===== src/rtl/pgdram_pkg.sv =====
package pgdram_pkg;

    localparam int LANES  = 2;
    localparam int LANE_W = 8;
    localparam int DW     = LANES * LANE_W;

    typedef enum logic [3:0] {
        ST_IDLE,
        ST_ROWSET,
        ST_RCD,
        ST_COLSET,
        ST_CASLO,
        ST_CASPRE,
        ST_OPEN,
        ST_PRECH,
        ST_REFGNT
    } phase_e;

    function automatic logic [DW-1:0] lane_mask(input logic [LANES-1:0] be);
        logic [DW-1:0] m;
        for (int l = 0; l < LANES; l++) begin
            m[l*LANE_W +: LANE_W] = {LANE_W{be[l]}};
        end
        return m;
    endfunction

    function automatic int max_of4(input int a, input int b, input int c, input int d);
        int m;
        m = a;
        if (b > m) m = b;
        if (c > m) m = c;
        if (d > m) m = d;
        return m;
    endfunction

endpackage


===== src/rtl/pgdram_phase_timer.sv =====
module pgdram_phase_timer #(
    parameter int W = 4
) (
    input  logic         clk,
    input  logic         rst,
    input  logic         load,
    input  logic [W-1:0] load_val,
    output logic         done
);

    logic [W-1:0] cnt_q;

    always_ff @(posedge clk) begin
        if (rst) begin
            cnt_q <= '0;
        end else if (load) begin
            cnt_q <= load_val;
        end else if (cnt_q != '0) begin
            cnt_q <= cnt_q - 1'b1;
        end
    end

    assign done = (cnt_q == '0);

endmodule


===== src/rtl/pgdram_page_guard.sv =====
module pgdram_page_guard #(
    parameter int T_RAS_MIN  = 7,
    parameter int T_RASP_MAX = 12500,
    parameter int T_COLUMN   = 5
) (
    input  logic clk,
    input  logic rst,
    input  logic ras_low,
    output logic min_ok,
    output logic expired
);

    localparam int CW    = $clog2(T_RASP_MAX + 1);
    localparam int LIMIT = T_RASP_MAX - 2 - T_COLUMN;
    localparam logic [CW-1:0] CMAX    = CW'(T_RASP_MAX);
    localparam logic [CW-1:0] LIMIT_C = CW'(LIMIT);
    localparam logic [CW-1:0] MIN_C   = CW'(T_RAS_MIN - 1);

    logic [CW-1:0] cnt_q;

    always_ff @(posedge clk) begin
        if (rst) begin
            cnt_q <= '0;
        end else if (!ras_low) begin
            cnt_q <= '0;
        end else if (cnt_q != CMAX) begin
            cnt_q <= cnt_q + 1'b1;
        end
    end

    assign min_ok  = (cnt_q >= MIN_C);
    assign expired = (cnt_q >= LIMIT_C);

    // the low period never reaches past the page-mode maximum
    a_r10_ras_max: assert property (@(posedge clk) disable iff (rst)
        ras_low |-> (cnt_q < CMAX));

    // a low period ends only after the minimum pulse width
    a_r10_ras_min: assert property (@(posedge clk) disable iff (rst)
        $fell(ras_low) |-> ($past(cnt_q) >= MIN_C));

endmodule


===== src/rtl/pgdram_ctrl.sv =====
module pgdram_ctrl
    import pgdram_pkg::*;
#(
    parameter int AW         = 10,
    parameter int T_RCD      = 3,
    parameter int T_CAS      = 3,
    parameter int T_CP       = 2,
    parameter int T_RP       = 4,
    parameter int T_RAS_MIN  = 7,
    parameter int T_RASP_MAX = 12500
) (
    input  logic              clk,
    input  logic              rst,
    input  logic              req_valid,
    output logic              req_ready,
    input  logic              req_write,
    input  logic [2*AW-1:0]   req_addr,
    input  logic [LANES-1:0]  req_be,
    input  logic [DW-1:0]     req_wdata,
    output logic              rd_valid,
    output logic [DW-1:0]     rd_data,
    input  logic              ref_req,
    output logic              ref_gnt,
    output logic              dram_ras_n,
    output logic [LANES-1:0]  dram_cas_n,
    output logic              dram_we_n,
    output logic              dram_oe_n,
    output logic [AW-1:0]     dram_addr,
    output logic [DW-1:0]     dram_dq_out,
    output logic              dram_dq_oe,
    input  logic [DW-1:0]     dram_dq_in
);

    localparam int TW = $clog2(max_of4(T_RCD, T_CAS, T_CP, T_RP) + 1);

    typedef struct packed {
        logic             write;
        logic [AW-1:0]    row;
        logic [AW-1:0]    col;
        logic [LANES-1:0] be;
        logic [DW-1:0]    wdata;
    } access_t;

    phase_e          st_q, st_d;
    access_t         cur_q;
    logic            tmr_load;
    logic [TW-1:0]   tmr_val;
    logic            tmr_done;
    logic            ras_low;
    logic            min_ok;
    logic            expired;
    logic            row_hit;
    logic            close_want;
    logic            accept;
    logic            rd_grab;
    logic            wr_phase;

    pgdram_phase_timer #(.W(TW)) u_timer (
        .clk      (clk),
        .rst      (rst),
        .load     (tmr_load),
        .load_val (tmr_val),
        .done     (tmr_done)
    );

    pgdram_page_guard #(
        .T_RAS_MIN  (T_RAS_MIN),
        .T_RASP_MAX (T_RASP_MAX),
        .T_COLUMN   (T_CAS + T_CP)
    ) u_guard (
        .clk     (clk),
        .rst     (rst),
        .ras_low (ras_low),
        .min_ok  (min_ok),
        .expired (expired)
    );

    assign ras_low    = st_q inside {ST_RCD, ST_COLSET, ST_CASLO, ST_CASPRE, ST_OPEN};
    assign row_hit    = (req_addr[2*AW-1:AW] == cur_q.row);
    assign close_want = ref_req || expired || (req_valid && !row_hit);
    assign req_ready  = ((st_q == ST_IDLE) && !ref_req) ||
                        ((st_q == ST_OPEN) && !ref_req && !expired && row_hit);
    assign accept     = req_valid && req_ready;
    assign rd_grab    = (st_q == ST_CASLO) && tmr_done && !cur_q.write;

    always_comb begin
        st_d     = st_q;
        tmr_load = 1'b0;
        tmr_val  = '0;
        case (st_q)
            ST_IDLE: begin
                if (ref_req)        st_d = ST_REFGNT;
                else if (req_valid) st_d = ST_ROWSET;
            end
            ST_ROWSET: begin
                st_d     = ST_RCD;
                tmr_load = 1'b1;
                tmr_val  = TW'(T_RCD - 1);
            end
            ST_RCD: begin
                if (tmr_done) st_d = ST_COLSET;
            end
            ST_COLSET: begin
                st_d     = ST_CASLO;
                tmr_load = 1'b1;
                tmr_val  = TW'(T_CAS - 1);
            end
            ST_CASLO: begin
                if (tmr_done) begin
                    st_d     = ST_CASPRE;
                    tmr_load = 1'b1;
                    tmr_val  = TW'(T_CP - 1);
                end
            end
            ST_CASPRE: begin
                if (tmr_done) st_d = ST_OPEN;
            end
            ST_OPEN: begin
                if (close_want) begin
                    if (min_ok) begin
                        st_d     = ST_PRECH;
                        tmr_load = 1'b1;
                        tmr_val  = TW'(T_RP - 1);
                    end
                end else if (accept) begin
                    st_d = ST_COLSET;
                end
            end
            ST_PRECH: begin
                if (tmr_done) st_d = ST_IDLE;
            end
            ST_REFGNT: begin
                if (!ref_req) st_d = ST_IDLE;
            end
            default: st_d = ST_IDLE;
        endcase
    end

    always_ff @(posedge clk) begin
        if (rst) begin
            st_q     <= ST_IDLE;
            cur_q    <= '0;
            rd_valid <= 1'b0;
            rd_data  <= '0;
        end else begin
            st_q     <= st_d;
            rd_valid <= rd_grab;
            if (accept) begin
                cur_q.write <= req_write;
                cur_q.row   <= req_addr[2*AW-1:AW];
                cur_q.col   <= req_addr[AW-1:0];
                cur_q.be    <= req_be;
                cur_q.wdata <= req_wdata;
            end
            if (rd_grab) begin
                rd_data <= dram_dq_in & lane_mask(cur_q.be);
            end
        end
    end

    assign wr_phase    = cur_q.write && (st_q inside {ST_COLSET, ST_CASLO, ST_CASPRE});
    assign dram_ras_n  = !ras_low;
    assign dram_we_n   = !wr_phase;
    assign dram_dq_oe  = wr_phase;
    assign dram_dq_out = cur_q.wdata;
    assign dram_oe_n   = !((st_q == ST_CASLO) && !cur_q.write);
    assign dram_addr   = (st_q inside {ST_ROWSET, ST_RCD}) ? cur_q.row : cur_q.col;
    assign ref_gnt     = (st_q == ST_REFGNT);

    for (genvar l = 0; l < LANES; l++) begin : g_lane
        assign dram_cas_n[l] = !((st_q == ST_CASLO) && cur_q.be[l]);
    end

    // outputs idle after a reset edge
    a_r1_reset_quiet: assert property (@(posedge clk)
        rst |=> (dram_ras_n && (&dram_cas_n) && dram_we_n && dram_oe_n &&
                 !dram_dq_oe && !rd_valid && !ref_gnt));

    // a column strobe is only low inside an open row
    a_r4_cas_inside_ras: assert property (@(posedge clk) disable iff (rst)
        !(&dram_cas_n) |-> !dram_ras_n);

    // column address steady while a strobe stays low
    a_r2_col_stable: assert property (@(posedge clk) disable iff (rst)
        (!(&dram_cas_n) && $past(!(&dram_cas_n))) |-> $stable(dram_addr));

    // never drive the bus while the memory may drive it
    a_r6_no_contention: assert property (@(posedge clk) disable iff (rst)
        dram_dq_oe |-> dram_oe_n);

    // read strobe is a single-cycle pulse
    a_r7_single_pulse: assert property (@(posedge clk) disable iff (rst)
        rd_valid |=> !rd_valid);

    // a page hit keeps the row strobe low
    a_r8_hit_keeps_row: assert property (@(posedge clk) disable iff (rst)
        ((st_q == ST_OPEN) && accept) |=> !dram_ras_n);

    // bus fully released while refresh holds the grant
    a_r11_grant_quiet: assert property (@(posedge clk) disable iff (rst)
        ref_gnt |-> (dram_ras_n && (&dram_cas_n) && !req_ready));

endmodule


===== config.mk =====
export PLATFORM = sky130hd
export DESIGN_NAME = pgdram_ctrl
export DESIGN_NICKNAME = d
export VERILOG_FILES = /design/src/rtl/pgdram_pkg.sv /design/src/rtl/pgdram_phase_timer.sv /design/src/rtl/pgdram_page_guard.sv /design/src/rtl/pgdram_ctrl.sv
export SDC_FILE = /design/constraint.sdc
export NUM_CORES = 1
export LEC_CHECK = 0
export BUFFER_PORTS_ARGS = -buffer_cell sky130_fd_sc_hd__buf_4
export CELL_PAD_IN_SITES_DETAIL_PLACEMENT = 1
export CELL_PAD_IN_SITES_GLOBAL_PLACEMENT = 1
export CORE_ASPECT_RATIO = 1.4
export CORE_MARGIN = 4
export CORE_UTILIZATION = 35
export DETAILED_ROUTE_END_ITERATION = 8
export PLACE_DENSITY = 0.76
export SLEW_MARGIN = 20
export SYNTH_ARGS = -nofsm -noshare
export SYNTH_HDL_FRONTEND = slang
export SYNTH_SLANG_ARGS = --single-unit

===== constraint.sdc =====
create_clock -name clk -period 2.68 [get_ports clk]
set_clock_uncertainty 0.2 [all_clocks]
set_input_delay 0.536 -clock clk [delete_from_list [all_inputs] [get_ports clk]]
set_output_delay 0.536 -clock clk [all_outputs]
set_load 0.01 [all_outputs]

## Word-level counts from Yosys, hierarchy flattened

Index checks and enable logic that the tools add are counted.

- Input bits: 59
- Latch bits: 0
- Memories kept: 0
- Flip-flop bits (word level): 77
- Word-level logic and storage cells: 90
- Memory bits (read-only): 0
- Bits in writable memories: 0

- Reduce and logical (&&, ||, !) cells: 34
- Order comparisons: 2
- Multiply operators: 0
- Shifts and indexed selects: 0
- Div/mod/pow operators: 0
- Add/subtract/negate cells: 2
- Muxes and demuxes: 22
- Bitwise gates (word level): 2
- Equality and inequality tests: 18

Operators with widths:

| operator | count |
|---|---|
| $mux W4 | 10 |
| $pmux W4 S9 | 1 |
| $and A16 B16 Y16 | 1 |
| $eq A4 B3 Y1 const B | 4 |
| $add A14 B1 Y14 const B | 1 |
| $ge A14 B14 Y1 const B | 1 |
| $ge A14 B3 Y1 const B | 1 |
| $ne A14 B14 Y1 const B | 1 |
| $logic_and A1 B1 Y1 | 12 |
| $eq A10 B10 Y1 | 1 |
| $mux W10 | 1 |
| $ne A2 B2 Y1 const B | 5 |
| $logic_not A1 Y1 | 9 |
| $ne A3 B3 Y1 const B | 3 |
| $eq A4 B2 Y1 const B | 2 |
| $reduce_and A8 Y1 | 1 |
| $mux W3 | 2 |
| $pmux W2 S3 | 1 |
| $reduce_bool A3 Y1 | 2 |
| $reduce_bool A5 Y1 | 1 |
| $eq A4 B1 Y1 const B | 1 |
| $eq A4 B4 Y1 const B | 1 |
| $logic_not A4 Y1 | 1 |
| $mux W1 | 4 |
| 8 further kinds | 13 |

## Longest topological paths before layout

- Depth in word-level cells: 9
- Gate-level depth with buffers: 10
- Gate-level depth less buffers: 9

## Cells and area by module

A second synthesis with hierarchy kept.

- Cell total of the unflattened synthesis: 428
- Area total of the unflattened synthesis: 4027.6 µm²

Modules (own cells, without submodules):

| module | seq. area each (µm²) | area each (µm²) | instances | cells an instance |
|---|---|---|---|---|
| pgdram_ctrl | 1201.2 | 3041.7 | 1 | 317 |
| pgdram_page_guard | 280.3 | 779.5 | 1 | 89 |
| pgdram_phase_timer | 60.1 | 206.4 | 1 | 22 |

## Worst setup path before layout

OpenSTA, ideal clock, no wires.

- Path type: reg-to-output
- From: register u_guard.cnt_q[1]
- To: output req_ready
- Cell stages (with the launch flop): 8
- Path slack: 0.220 ns
- Data required time: 1.944 ns
- Arrival: 1.724 ns
- Path buffers: 0
- Path through: dfxtp_1 -> inv_1 -> ha_1 -> nand2b_1 -> a311o_1 -> a211oi_2 -> nand2_1 -> a21oi_1

- Longest elaborated chain between the ends: 5

RTL lines:

| element | RTL line | text |
|---|---|---|
| from (decl) | pgdram_page_guard.sv:19 | `logic [CW-1:0] cnt_q;` |
| from (signal assigned) | pgdram_page_guard.sv:27 | `cnt_q <= cnt_q + 1'b1;` |
| $ge A14 B14 Y1 | pgdram_page_guard.sv:32 | `assign expired = (cnt_q >= LIMIT_C);` |
| $logic_not A1 Y1 | pgdram_ctrl.sv:82 | `((st_q == ST_OPEN) && !ref_req && !expired && row_hit);` |
| $logic_and A1 B1 Y1 (2 in a row) | pgdram_ctrl.sv:82 |  |
| $logic_or A1 B1 Y1 | pgdram_ctrl.sv:81 | `assign req_ready = ((st_q == ST_IDLE) && !ref_req) \|\|` |
| to (decl) | pgdram_ctrl.sv:15 | `output logic req_ready,` |

Every way passes these cells.

## Final worst setup path

- From: register u_guard.cnt_q[9]
- To: output req_ready

Same word-level chain as after synthesis.

==> results.txt <==
status = finished, final reports clean
die area = 11840 um^2
fmax = 375.7 MHz
Synth Cell Area = 3548 um^2
crit share post-route = 99.33%
Setup crit end kind = output pin
Slowest cell on crit path = or4_4
core box area = 9899 um^2
vias in the first global route = 3291
sequential-to-total area share from yosys stat = 43.44%
most common cell in the netlist = dfxtp_1
initial core utilization = 35.84%
CP required = 1940 ps
area of the multi-input gates = 1808 um^2
Final Hold Slack = 209.2 ps
most instantiated cells after synthesis = dfxtp_1 (77), nor2_1 (58), mux2i_1 (39)
critical-path maximum fanout = 5
drt pass-1 iters = 4
Leak = 2.348 nW
ANT nets after route = 0
DR iter-0 viols = 78
H-tree depth = 3
area share of the largest cell type after synthesis = 43.44%
Async SR Flop Fraction = 0%
grt ovf = 0
Worst Hold Depth = 2
row count = 43
antenna cells = 0
crit path DAT = 1930 ps
Cell Chain, Critical Path = or4_4 -> and3_4 -> a211oi_2 -> nand2_1 -> a21oi_2 -> buf_4
WL per Instance = 16.08 um
max_cap viols = 0
DRC Markers = 0
Longest Clk Path Bufs = 2
clock sinks = 77
# port buffers = 109
Util after Layout = 49.86%
worst rel slew slack = 52.04%
final setup vio count = 0
pin count of the biggest net entering global routing = 49
first-pass GRT wire length = 15940 um
detailed-route via count = 3067
Setup crit start kind = flip-flop
Crit path depth = 6
RSZ-0062 raised after global routing = true
GPL Wtd Cong = 0.7900
Crit Path Category = flip-flop to output pin
PwrDens = 840.2 nW/um^2
largest area contributor in the netlist = dfxtp_1
Synth-to-Final Area Change = 39.10%
Seq cells post-synth = 77
Global Route Usage Sum = 17.03%
TritonCTS clock tree = done
CTS Hold Bufs = 0
latest clock arrival within the worst-skew pair = 330 ps
dominant synthesized flop cell = dfxtp_1
Post-Route WL = 9939 um
fillers = 1149
share of layout cells above drive strength 1 = 35.61%
chip width = 93.10 um
R2R depth = 10
reg2reg start = u_guard.cnt_q[9]
max incr delay on CP = 510 ps
EDFF count, synth = 0
hold path startpoint = dram_dq_in[1]
Final nets = 544
CTS buffer count = 9
Yosys warning total = 0
CTS clk-pin slew, worst paths = 60 ps
Final Critical Period = 2662 ps
Mapped Nets = 444
Final Max Slew Viols = 0
top cells by area, synth = dfxtp_1 (43%), mux2i_1 (11%), nor2_1 (6.1%), a22o_1 (3.9%), buf_4 (3.6%)
Fin. Hold Viols = 0
syn avg cell area = 9.387 um^2
CP startpoint = u_guard.cnt_q[9]
Top delay family on crit path = simple AND/OR/NAND/NOR gates
vias per cell = 4.963
initial antenna violation count = 0
post-DP HPWL = 7189 um
clock root buffer = clkbuf_16
Buf/Inv on CP = 1
Min-Delay Path Class = primary input to flip-flop
pin slew with the least headroom to its limit = 719.4 ps
Syn Inst Count = 378
Netlist cell types = 49
worst-case vdd ir drop = 0.0003326 V
number of I/O pins = 110
Die Ht = 127.1 um
Sequential cell area = 1546 um^2
==> area by class of cell <==
type                       count  area share, %
sequential                    77          31.33
inverter                      10         0.7605
clock inverter                 6          2.712
timing repair buffer         125          20.30
clock buffer                  10          4.842
multi-input combinational    255          36.63
tap                          135          3.422
==> cell families (layout without fill, tap and decap cells) <==
kind of cell             after synthesis  in the layout  share of synthesized area (%)
AND/OR/NAND/NOR                      128            128                          17.07
flip-flops                            77             77                          43.44
multiplexers                          50             50                          14.60
AO/OA/AOI/OAI                         51             51                          10.79
buffers and inverters                 46            151                          6.947
adder cells (fa/ha/maj)                7              7                          2.468
XOR/XNOR                              19             19                          4.690
==> power breakdown <==
group,internal (mW),switching (mW)
sequential,1.28,0.108
combinational,0.643,0.617
clock,1.03,0.472
==> registers in the layout, summed over array words and instances, names as in the netlist <==
name           count
dram_dq_out       16
cur_q             23
u_timer.cnt_q      3
rd_valid           1
u_guard.cnt_q     14
rd_data           16
st_q               4
==> through the flow <==
stage / cell area, um^2 / instances / worst slack, ps / TNS, ps / total power [mW]
after floorplan: 3548 / 378 / 220.0 / 0 / 2.182
after global placement: 4418 / 594 / 144.9 / 0 / 2.545
after detailed placement: 4422 / 594 / 97.26 / 0 / 2.593
after CTS: 4912 / 619 / -2.305 / -2.305 / 4.181
after global routing: 4936 / 618 / -171.1 / -341.9 / 4.376
final: 4936 / 618 / 18.05 / 0 / 4.147
==> path summary, 6_finish.rpt <==
path	endpoint	slack (ps)
worst max-delay path	req_ready	20
worst min-delay path	rd_data[1]	210
worst max register to register	cur_q[25]	140
worst min register to register	rd_data[14]	280
==> metal layers <==
metal	global-route usage (%)	wire length (um)	share of wire, %	vias up
li1	-	-	-	1496
met1	17.76	3763	38	1492
met2	32.88	5647	57	64
met3	2.532	278	2.8	15
met4	7.679	250	2.5	0
met5	0	0	0	-
==> worst register-to-register path, cell delays in order (launching register included) <==
cell	delay, ps
dfxtp_2	340
or4_4	510
and3_4	200
a211oi_2	180
buf_4	150
buf_4	110
a41oi_4	150
buf_6	180
clkbuf_16	170
mux2i_1	160
nor2_1	60
==> layout by cell type (no fill, tap or decap), types with 3 or more instances in the layout <==
cell type / n
or3_1: 6
a22o_1: 16
xnor2_1: 10
mux2i_1: 39
nor2b_1: 3
and3_1: 3
dfxtp_1: 73
nand3_1: 8
nor2_1: 58
o21ai_0: 8
nand2_1: 21
and2_1: 4
bufinv_16: 4
clkbuf_16: 11
xor2_1: 9
buf_4: 120
ha_1: 5
mux2_2: 10
nor3_1: 3
a21oi_1: 8
dfxtp_2: 4
nand4_1: 5
inv_1: 8
==> what timing repair did <==
item                                    CTS  global route
gates cloned                              1             2
pin swaps                                 5             1
endpoints found under the setup margin    1            42
gates resized for setup                  13             7
setup buffers                             8             2
hold endpoints to repair                  0             0
Power figures use the tool's default switching activity.
